## src/rtl/rope_pkg.sv

```systemverilog
package rope_pkg;
  localparam int ROPE_MODULES   = 6;
  localparam int ROPE_STRANDS   = 12;
  localparam int ROPE_PLANES    = 4;
  localparam int ROPE_CORES     = 128;
  localparam int ROPE_ADDR_W    = 16;
endpackage

```

## src/rtl/rope_div_chain.sv

```systemverilog
// Unrolled compare-and-subtract divider for a small bounded quotient.
// The quotient comes out one-hot; the remainder is truncated to REM_W.
module rope_div_chain #(
  parameter int NUM_W   = 16,
  parameter int DIVISOR = 6144,
  parameter int STAGES  = 5,
  parameter int REM_W   = 13
) (
  input  logic [NUM_W-1:0] num_i,
  output logic [STAGES:0]  sel_o,
  output logic [REM_W-1:0] rem_o
);
  localparam logic [NUM_W-1:0] DIV_V = NUM_W'(DIVISOR);

  logic [NUM_W-1:0] rem [STAGES+1];
  logic [STAGES-1:0] took;

  assign rem[0] = num_i;

  for (genvar k = 0; k < STAGES; k++) begin : g_stage
    assign took[k]   = rem[k] >= DIV_V;
    assign rem[k+1]  = took[k] ? rem[k] - DIV_V : rem[k];
  end

  // took is a thermometer code (remainder only shrinks); edge = quotient
  assign sel_o[0] = ~took[0];
  for (genvar q = 1; q < STAGES; q++) begin : g_sel
    assign sel_o[q] = took[q-1] & ~took[q];
  end
  assign sel_o[STAGES] = took[STAGES-1];

  assign rem_o = REM_W'(rem[STAGES]);
endmodule

```

## src/rtl/rope_addr_decoder.sv

```systemverilog
module rope_addr_decoder
  import rope_pkg::*;
#(
  parameter int NUM_MODS        = ROPE_MODULES,
  parameter int STRANDS         = ROPE_STRANDS,
  parameter int PLANES          = ROPE_PLANES,
  parameter int CORES_PER_PLANE = ROPE_CORES,
  parameter int ADDR_W          = ROPE_ADDR_W,
  localparam int CORE_W         = $clog2(CORES_PER_PLANE),
  localparam int PLANE_W        = $clog2(PLANES)
) (
  input  logic                clk,
  input  logic                rst,
  input  logic                req_i,
  input  logic [ADDR_W-1:0]   addr_i,
  output logic                vld_o,
  output logic [NUM_MODS-1:0] mod_sel_o,
  output logic [STRANDS-1:0]  strand_sel_o,
  output logic [PLANE_W-1:0]  plane_o,
  output logic [CORE_W-1:0]   core_o,
  output logic                oor_o
);
  localparam int WORDS_PER_STRAND = CORES_PER_PLANE * PLANES;
  localparam int WORDS_PER_MOD    = WORDS_PER_STRAND * STRANDS;
  localparam int TOTAL_WORDS      = WORDS_PER_MOD * NUM_MODS;
  localparam int OFF_W            = $clog2(WORDS_PER_MOD);
  localparam int SPAN_W           = $clog2(WORDS_PER_STRAND);

  logic                in_rng;
  logic [NUM_MODS-1:0] mod_hot;
  logic [STRANDS-1:0]  str_hot;
  logic [OFF_W-1:0]    mod_off;
  logic [SPAN_W-1:0]   str_off;

  assign in_rng = 32'(addr_i) < TOTAL_WORDS;

  // Stage A: which module, and the offset inside it
  rope_div_chain #(
    .NUM_W(ADDR_W), .DIVISOR(WORDS_PER_MOD),
    .STAGES(NUM_MODS-1), .REM_W(OFF_W)
  ) i_mod_div (
    .num_i(addr_i), .sel_o(mod_hot), .rem_o(mod_off)
  );

  // Stage B: which strand, and the core/plane offset inside it
  rope_div_chain #(
    .NUM_W(OFF_W), .DIVISOR(WORDS_PER_STRAND),
    .STAGES(STRANDS-1), .REM_W(SPAN_W)
  ) i_str_div (
    .num_i(mod_off), .sel_o(str_hot), .rem_o(str_off)
  );

  always_ff @(posedge clk) begin
    if (rst) begin
      vld_o        <= 1'b0;
      mod_sel_o    <= '0;
      strand_sel_o <= '0;
      plane_o      <= '0;
      core_o       <= '0;
      oor_o        <= 1'b0;
    end else begin
      vld_o <= req_i;
      if (req_i) begin
        oor_o        <= ~in_rng;
        mod_sel_o    <= in_rng ? mod_hot : '0;
        strand_sel_o <= in_rng ? str_hot : '0;
        core_o       <= in_rng ? str_off[CORE_W-1:0] : '0;
        plane_o      <= in_rng ? str_off[CORE_W +: PLANE_W] : '0;
      end
    end
  end
endmodule

```

## config.mk

```make
export PLATFORM = sky130hd
export DESIGN_NAME = rope_addr_decoder
export DESIGN_NICKNAME = d
export VERILOG_FILES = /design/src/rtl/rope_pkg.sv /design/src/rtl/rope_div_chain.sv /design/src/rtl/rope_addr_decoder.sv
export SDC_FILE = /design/constraint.sdc
export NUM_CORES = 1
export LEC_CHECK = 0
export BUFFER_PORTS_ARGS = -buffer_cell sky130_fd_sc_hd__buf_2
export CAP_MARGIN = 20
export CORE_MARGIN = 1.5
export CORE_UTILIZATION = 33
export CTS_CLUSTER_DIAMETER = 50
export DETAILED_ROUTE_END_ITERATION = 10
export GPL_TIMING_DRIVEN = 0
export PLACE_DENSITY_LB_ADDON = 0.12
export SETUP_SLACK_MARGIN = 0.02
export SYNTH_ARGS = -nofsm -noshare
export SYNTH_HDL_FRONTEND = slang
export SYNTH_SLANG_ARGS = --single-unit
```

## constraint.sdc

```tcl
create_clock -name clk -period 11.1 [get_ports clk]
set_clock_uncertainty 0.2 [all_clocks]
set_input_delay 2.22 -clock clk [delete_from_list [all_inputs] [get_ports clk]]
set_output_delay 2.22 -clock clk [all_outputs]
set_load 0.05 [all_outputs]
```

==> impl_metrics.env, run 1 <==
export IMPL_status="completed"
export IMPL_synth_seq_cells=29
export IMPL_slowest_delay_ns=0.40
export IMPL_antenna_cells=0
export IMPL_drv_slew=0
export IMPL_grtUsageMet3_pct=2.739
export IMPL_crit_start="addr_i[9]"
export IMPL_grt_max_degree=11
export IMPL_synth_fp_nets=399
export IMPL_power_density_nw_per_um2=177.4
export IMPL_synth_edf_count=0
export IMPL_rsz0062_at_grt="false"
export IMPL_via_count=2994
export IMPL_setup_ws_ns=0.5727
export IMPL_irDropWorstVdd_mv=0.06944
export IMPL_cts_hold_buf=0
export IMPL_cts_buffers=5
export IMPL_max_cap_violations=0
export IMPL_final_min_clock_period_ns=10.53
export IMPL_gp_congestion=0.8559
export IMPL_die_y_microns=96.57
export IMPL_synth_top_cell_area_share_pct=20.10
export IMPL_period_share_pct=94.84
export IMPL_cp_arrival_ns=10.47
export IMPL_synth_cell_types=87
export IMPL_busiest_layer="met2"
export IMPL_initial_core_util_pct=34.64
export IMPL_worst_setup_path_end_kind="flop"
export IMPL_p_leak_uw=0.001404
export IMPL_dr_pass1_iters=7
export IMPL_cts_path_max_buffers=2
export IMPL_min_path_type="flop to flop"
export IMPL_drt_iter0_drc=169
export IMPL_core_area_sq_um=8341
export IMPL_place_hpwl_microns=6511
export IMPL_async_flop_share_pct=0
export IMPL_io_pins=48
export IMPL_slowest_stage="mux2_2"
export IMPL_dp_slack_ns=-1.076
export IMPL_finalSetupViolations=0
export IMPL_drive_gt1_share_pct=30.16
export IMPL_area_delta_synth_final_pct=19.88
export IMPL_cts_tree="yes"
export IMPL_wl_per_cell_microns=15.45
export IMPL_cts_max_level=2
export IMPL_grt_overflow_total=0
export IMPL_cts_root_buffer="clkbuf_8"
export IMPL_critPathRequiredTime_ns=11.04
export IMPL_use_met2_pct=29.02
export IMPL_synthesis_area_sq_um=2889
export IMPL_tightestPinTransition_ns=0.5184
export IMPL_wl_microns=8281
export IMPL_holdWs_ns=0.2607
export IMPL_yosysSeqAreaShare_pct=20.10
export IMPL_synthTopCellsByArea="dfxtp_1 20%, nor2_1 5.3%, a21oi_1 5.0%, ha_1 4.3%, nand2_1 4.3%"
export IMPL_die_width_microns=96.57
export IMPL_clk_latency_ns=0.28
export IMPL_worstHoldStart="strand_sel_o[3]"
export IMPL_grt_pass1_vias=2669
export IMPL_cts_clk_slew_worst_paths_ns=0.07
export IMPL_timing_rr_start="mod_sel_o[0]"
export IMPL_std_cell_rows=33
export IMPL_final_hold_viol_count=0
export IMPL_yosysTopAreaCell="dfxtp_1"
export IMPL_clock_sinks=29
export IMPL_final_nets=459
export IMPL_yosys_cell_count_top_type="nor2_1"
export IMPL_fmax_mhz=94.99
export IMPL_antenna_found_initial=0
export IMPL_worstPathMaxFanout=10
export IMPL_die_area_sq_um=9325
export IMPL_synth_top_flop_cell="dfxtp_1"
export IMPL_track_usage_pct=18.07
export IMPL_avgSynthCellArea_sq_um=7.808
export IMPL_crit_type="input pin to flop"
export IMPL_power_uw=614.4
export IMPL_via_per_inst=5.586
export IMPL_yosys_warnings=0
export IMPL_syn_inst=370
export IMPL_use_met1_pct=25.64
export IMPL_io_buffer_count=46
export IMPL_drc_errors=0
export IMPL_synth_commonest_cells="41 x nor2_1, 33 x nand2_1, 29 x a21oi_1, 29 x dfxtp_1"
export IMPL_antenna_left=0
export IMPL_grt_pass1_wl_microns=13310
export IMPL_startpoint_type="input pin"
export IMPL_relSlewSlack_pct=65.18
==> final timing paths <==
check	to	slack [ns]	depth (start not counted)
worst max-delay path	strand_sel_o[4]	0.57	42
worst min-delay path	strand_sel_o[3]	0.26	2
worst max register to register	mod_sel_o[0]	10.22	2
worst min register to register	strand_sel_o[3]	0.26	2
==> critical path: cells and delay by family <==
kind,cells,cell delay [ns]
compound gates,9,1.80
simple gates,18,3.09
mux,3,1.07
fa+ha+maj,6,1.40
buf+inv,6,0.85
==> cell usage in the layout (no fill, tap or decap), types with 6 or more instances in the layout <==
cell type	netlist	layout
a21oi_1	29	28
a22oi_1	13	13
a31oi_1	7	6
and2_1	8	8
buf_2	7	52
buf_4	1	9
clkbuf_1	8	7
dfxtp_1	29	29
ha_1	10	7
inv_1	16	15
nand2_1	33	31
nand3_1	11	10
nor2_1	41	40
nor3_1	10	9
o21ai_0	16	16
==> where the power goes <==
group | total (uW) | switching, uW | leakage [uW] | internal [uW]
combinational | 413 | 256 | 0.00112 | 157
sequential | 117 | 4.32 | 0.000236 | 113
clock | 84.7 | 41.5 | 0.0000439 | 43.2
total | 614 | 301 | 0.00140 | 313
==> through the flow <==
| stage | utilization [%] | cell area [sq um] | instances | setup TNS (ns) |
|---|---|---|---|---|
| 2_1_floorplan | - | 2889 | 370 | 0 |
| 3_3_place_gp | 38.97 | 3251 | 521 | -11.31 |
| 3_5_place_dp | 38.97 | 3251 | 521 | -10.48 |
| 4_1_cts | 40.77 | 3401 | 532 | 0 |
| 5_1_grt | 41.52 | 3463 | 536 | 0 |
| 6_report | 41.52 | 3463 | 536 | 0 |
==> metal layers <==
metal	up-vias	wire length [microns]	part of all wire, %
met4	0	48	0.58
met5	-	0	0
li1	1519	-	-
met3	4	307	3.7
met1	1407	4137	50
met2	64	3789	46
==> cell type report <==
type                            instances  area [sq um]
Fill cell                             897          4877
Multi-Input combinational cell        305          2206
Sequential cell                        29         580.6
Timing Repair Buffer                   54         292.8
Tap cell                              105         131.4
Buffer                                 19         106.4
Clock buffer                            5         68.82
Inverter                               16         60.06
Clock inverter                          3         17.52
==> state kept, by name, indices dropped and copies added (netlist names) <==
register / flops
core_o: 7
mod_sel_o: 6
oor_o: 1
plane_o: 2
strand_sel_o: 12
vld_o: 1
==> cells by family (layout without fill, tap and decap cells) <==
kind of cell,count (synthesis),count (layout),share of synthesized area [%]
DFF,29,29,20.10
and+or+nand+nor,155,155,29.84
xor gates and xnor gates,7,7,2.642
adders and majority gates,10,10,4.331
AOI/OAI and AO/OA,128,128,35.17
muxes,5,5,2.035
buffers and inverters,36,97,5.890
==> repair_timing <==
| action | in CTS | in global routing |
|---|---|---|
| pin swaps | 5 | 7 |
| hold endpoints to repair | 0 | 0 |
| setup endpoints to repair | 11 | 11 |
| buffers inserted | 4 | 4 |
| resized for setup | 7 | 11 |
(Power assumes the default switching activity.)
==> inputs of run 2 (changes only) <==
--- a/config.mk
+++ b/config.mk
@@ -8,7 +8,7 @@
 export BUFFER_PORTS_ARGS = -buffer_cell sky130_fd_sc_hd__buf_2
 export CAP_MARGIN = 20
 export CORE_MARGIN = 1.5
-export CORE_UTILIZATION = 33
+export CORE_UTILIZATION = 45
 export CTS_CLUSTER_DIAMETER = 50
 export DETAILED_ROUTE_END_ITERATION = 10
 export GPL_TIMING_DRIVEN = 0
==> run 2 against run 1 <==
First-iteration DRC count down 16%. Clock power about the same. Critical path depth down 3. Total power about the same. Non-clock buffer count unchanged. Clock-buffer cell count unchanged. Flip-flop and latch count unchanged. Die area down 26%. Utilization up 13 points. Global-route usage up 4.0 points. Cell count down 5.2%. Critical path type unchanged. Largest power group unchanged. Highest routed layer unchanged.
==> impl_metrics.env, run 2 (same netlist as run 1, synthesis figures left out) <==
export IMPL_std_cell_rows=29
export IMPL_startpoint_type="input pin"
export IMPL_core_area_sq_um=6277
export IMPL_via_per_inst=5.974
export IMPL_gp_congestion=0.8808
export IMPL_drv_slew=0
export IMPL_final_common_cell="buf_2"
export IMPL_worst_setup_path_end_kind="flop"
export IMPL_status="completed"
export IMPL_irDropWorstVdd_mv=0.1458
export IMPL_clock_sinks=29
export IMPL_grt_max_degree=11
export IMPL_fin_util_pct=54.47
export IMPL_power_density_nw_per_um2=179.7
export IMPL_fillers=634
export IMPL_slowest_delay_ns=0.55
export IMPL_p_leak_uw=0.001409
export IMPL_final_hold_viol_count=0
export IMPL_cts_clk_slew_worst_paths_ns=0.07
export IMPL_track_usage_pct=22.12
export IMPL_critPathRequiredTime_ns=11.06
export IMPL_relSlewSlack_pct=66.01
export IMPL_rsz0062_at_grt="false"
export IMPL_top_register="strand_sel_o"
export IMPL_wl_microns=7780
export IMPL_largest_register_ff_count=12
export IMPL_dp_slack_ns=-1.024
export IMPL_drive_gt1_share_pct=29.47
export IMPL_top_regs="strand_sel_o x12, core_o x7, mod_sel_o x6"
export IMPL_wl_per_cell_microns=15.31
export IMPL_cp_arrival_ns=10.49
export IMPL_die_area_sq_um=6910
export IMPL_min_path_type="flop to flop"
export IMPL_final_nets=459
export IMPL_die_width_microns=83.13
export IMPL_io_buffer_count=46
export IMPL_area_delta_synth_final_pct=18.36
export IMPL_die_y_microns=83.13
export IMPL_slowest_stage="or4_4"
export IMPL_clk_latency_ns=0.28
export IMPL_final_min_clock_period_ns=10.54
export IMPL_worstPathMaxFanout=10
export IMPL_final_cell_mix="52 x buf_2, 40 x nor2_1, 32 x nand2_1"
export IMPL_grt_overflow_total=0
export IMPL_period_share_pct=94.93
export IMPL_cts_buffers=5
export IMPL_setup_tns_final_ns=0
export IMPL_max_cap_violations=0
export IMPL_cts_max_level=2
export IMPL_grt_pass1_wl_microns=12900
export IMPL_antenna_left=0
export IMPL_tightestPinTransition_ns=0.5080
export IMPL_finalSetupViolations=0
export IMPL_cts_path_max_buffers=2
export IMPL_crit_type="input pin to flop"
export IMPL_antenna_found_initial=0
export IMPL_grt_pass1_vias=2740
export IMPL_drt_iter0_drc=142
export IMPL_antenna_cells=0
export IMPL_setup_ws_ns=0.5629
export IMPL_initial_core_util_pct=46.02
export IMPL_via_count=3035
export IMPL_place_hpwl_microns=6054
export IMPL_cts_root_buffer="clkbuf_8"
export IMPL_fmax_mhz=94.90
export IMPL_io_pins=48
export IMPL_holdWs_ns=0.2617
export IMPL_drc_errors=0
export IMPL_path_common_cell="ha_1"
export IMPL_dr_pass1_iters=5
export IMPL_cts_tree="yes"
run 2: area by class of cell:
type	instances	area (sq um)	share of cell area, %
Buffer	19	107.6	3.147
Clock buffer	5	68.82	2.012
Clock inverter	3	17.52	0.5123
Inverter	16	60.06	1.756
Multi-Input combinational cell	305	2196	64.22
Sequential cell	29	580.6	16.98
Tap cell	77	96.34	2.817
Timing Repair Buffer	54	292.8	8.562
run 2: critical path, delay by kind of cell:
kind	cells	cell delay (ns)
AOI/OAI and AO/OA	9	1.76
buffers and inverters	6	0.88
muxes	3	0.99
and+or+nand+nor	15	3.11
adders and majority gates	6	1.52
run 2: path summary, 6_finish.rpt:
path | startpoint | to | slack (ns) | depth (start not counted)
worst max register to register | core_o[4] | core_o[4] | 10.21 | 2
worst min register to register | strand_sel_o[7] | strand_sel_o[7] | 0.26 | 2
worst max-delay path | addr_i[9] | strand_sel_o[4] | 0.56 | 39
worst min-delay path | strand_sel_o[7] | strand_sel_o[7] | 0.26 | 2
run 2: stage by stage:
stage / power [uW] / instances / area, sq um
6_report: 614.5 / 508 / 3420
2_1_floorplan: 434.3 / 370 / 2889
3_3_place_gp: 502.5 / 493 / 3216
3_5_place_dp: 506.6 / 493 / 3216
4_1_cts: 609.3 / 503 / 3358
5_1_grt: 661.8 / 508 / 3420
run 2: power breakdown:
part	total [uW]	switching (uW)	internal, uW
sequential	117	4.05	113
clock	84.9	41.8	43.1
combinational	413	255	158
total	614	301	314
run 2: layer usage:
| layer | share of wire [%] | wire length, microns | GRT usage (%) |
|---|---|---|---|
| met1 | 48 | 3703 | 30.84 |
| met2 | 47 | 3685 | 36.95 |
| met3 | 4.1 | 316 | 3.082 |
| met4 | 0.95 | 74 | 3.636 |
| met5 | 0 | 0 | 0 |
run 2: repair_timing:
item / in CTS / in global routing
pin swaps: 3 / 6
buffers inserted: 3 / 5
setup endpoints to repair: 11 / 11
resized for setup: 7 / 9
hold buffers: 0 / 0
==> inputs of run 3 (changes only) <==
--- a/config.mk
+++ b/config.mk
@@ -12,6 +12,7 @@
 export CTS_CLUSTER_DIAMETER = 50
 export DETAILED_ROUTE_END_ITERATION = 10
 export GPL_TIMING_DRIVEN = 0
+export MAX_ROUTING_LAYER = met4
 export PLACE_DENSITY_LB_ADDON = 0.12
 export SETUP_SLACK_MARGIN = 0.02
 export SYNTH_ARGS = -nofsm -noshare
==> run 3 against run 2 <==
Via count is 0.16% lower. Critical path type unchanged. Cell count is 0.39% higher. Non-clock buffer count is 2 higher. Largest power group unchanged. Utilization is 1.3 points higher. Combinational power is 2% higher. Worst setup slack worse by 0.00096 ns. Sequential power hardly changed. Total power is 6.3% higher. Critical endpoint unchanged.
==> impl_metrics.env, run 3 (same netlist as run 1, synthesis figures left out) <==
export IMPL_drc_errors=0
export IMPL_dr_pass1_iters=5
export IMPL_m1WireLength_microns=3648
export IMPL_wl_per_cell_microns=15.01
export IMPL_grt_pass1_vias=2739
export IMPL_startpoint_type="input pin"
export IMPL_tightestPinTransition_ns=0.5488
export IMPL_final_common_cell="buf_2"
export IMPL_largest_register_ff_count=12
export IMPL_max_cap_violations=0
export IMPL_area_delta_synth_final_pct=21.26
export IMPL_grt_overflow_total=0
export IMPL_rsz0062_at_grt="false"
export IMPL_grt_pass1_wl_microns=12920
export IMPL_top_regs="strand_sel_o x12, core_o x7, mod_sel_o x6"
export IMPL_clk_latency_ns=0.28
export IMPL_relSlewSlack_pct=63.19
export IMPL_status="completed"
export IMPL_period_share_pct=94.94
export IMPL_fmax_mhz=94.89
export IMPL_cts_max_level=2
export IMPL_std_cell_rows=29
export IMPL_grt_max_degree=11
export IMPL_path_common_cell="ha_1"
export IMPL_place_hpwl_microns=6013
export IMPL_die_width_microns=83.13
export IMPL_cts_root_buffer="clkbuf_8"
export IMPL_drive_gt1_share_pct=30.72
export IMPL_route_met3_wl_microns=335
export IMPL_cts_buffers=5
export IMPL_die_area_sq_um=6910
export IMPL_antenna_cells=0
export IMPL_irDropWorstVdd_mv=0.1502
export IMPL_crit_type="input pin to flop"
export IMPL_p_leak_uw=0.001439
export IMPL_power_uw=653.2
export IMPL_top_register="strand_sel_o"
export IMPL_wl_met2_microns=3598
export IMPL_initial_core_util_pct=46.02
export IMPL_drv_slew=0
export IMPL_final_min_clock_period_ns=10.54
export IMPL_clock_sinks=29
export IMPL_via_count=3030
export IMPL_routed_top_layer="met4"
export IMPL_die_y_microns=83.13
export IMPL_drt_iter0_drc=115
export IMPL_cts_hold_buf=0
export IMPL_via_per_inst=5.941
export IMPL_antenna_found_initial=0
export IMPL_gp_congestion=0.8912
export IMPL_io_buffer_count=46
export IMPL_io_pins=48
export IMPL_cts_path_max_buffers=2
export IMPL_cp_arrival_ns=10.50
export IMPL_track_usage_pct=22.88
export IMPL_cts_clk_slew_worst_paths_ns=0.06
export IMPL_slowest_delay_ns=0.42
export IMPL_worstPathMaxFanout=10
export IMPL_finalSetupViolations=0
export IMPL_power_density_nw_per_um2=186.5
export IMPL_slowest_stage="a2111oi_4"
export IMPL_final_nets=461
export IMPL_min_path_type="flop to flop"
export IMPL_cts_tree="yes"
export IMPL_final_cell_mix="52 x buf_2, 40 x nor2_1, 30 x nand2_1"
export IMPL_worst_setup_path_end_kind="flop"
export IMPL_antenna_left=0
export IMPL_fin_util_pct=55.81
export IMPL_critPathRequiredTime_ns=11.06
export IMPL_final_hold_viol_count=0
export IMPL_wl_microns=7654
export IMPL_core_area_sq_um=6277
-- run 3: cell count changes in the layout (fill, tap and decap cells not counted), moves of 2 or more --
cell	previous run	this run
nand3_2	1	3
buf_4	9	11
nand2_2	2	4
nand2_1	32	30
clkinv_2	2	0
nand3_1	10	8
-- run 3: final timing paths --
kind | cells past startpoint | startpoint | slack [ns] | end
max | 41 | addr_i[9] | 0.56 | strand_sel_o[4]
min | 2 | strand_sel_o[3] | 0.26 | strand_sel_o[3]
max reg2reg | 2 | core_o[1] | 10.22 | core_o[1]
min reg2reg | 2 | strand_sel_o[3] | 0.26 | strand_sel_o[3]
-- run 3: routing by layer --
layer	vias to the layer above	track usage (%)
li1	1527	-
met1	1405	30.93
met2	88	37.18
met3	10	2.982
met4	0	4.091
met5	-	-
-- run 3: area by class of cell --
class / count / area [sq um]
fill: 613 / 2774
multi-input combinational: 305 / 2231
sequential: 29 / 580.6
timing repair buffer: 56 / 307.8
buffer: 19 / 107.6
tap: 77 / 96.34
clock buffer: 6 / 82.58
inverter: 16 / 60.06
clock inverter: 2 / 37.54
-- run 3: what timing repair did --
item	in CTS	in global routing
resized for setup	11	11
buffers inserted	3	7
hold endpoints to repair	0	0
pin swaps	4	7
endpoints found under the setup margin	11	11
-- run 3: power by group --
| part | leakage (uW) | internal [uW] | switching, uW |
|---|---|---|---|
| Clock | 0.0000574 | 72.9 | 41.3 |
| Sequential | 0.000236 | 113 | 4.23 |
| Combinational | 0.00115 | 162 | 260 |
-- run 3: worst max-delay path: cells and delay by family --
kind / cells / cell delay, ns
AO/OA/AOI/OAI: 10 / 2.01
adder cells (fa/ha/maj): 6 / 1.49
buffers and inverters: 6 / 0.83
multiplexers: 3 / 1.06
AND/OR/NAND/NOR: 16 / 2.87
-- run 3: metrics by stage --
stage               TNS (ns)  instance area [sq um]  setup slack (ns)  std cells  hold WS [ns]
floorplan                  0                   2889            0.5349        370        0.4754
global placement      -8.762                   3216           -0.9240        493        0.2396
detailed placement    -9.331                   3216           -0.9834        493        0.2532
CTS                        0                   3422           0.04539        503        0.2673
global route               0                   3503           0.04440        510        0.2769
finish                     0                   3503            0.5619        510        0.2649
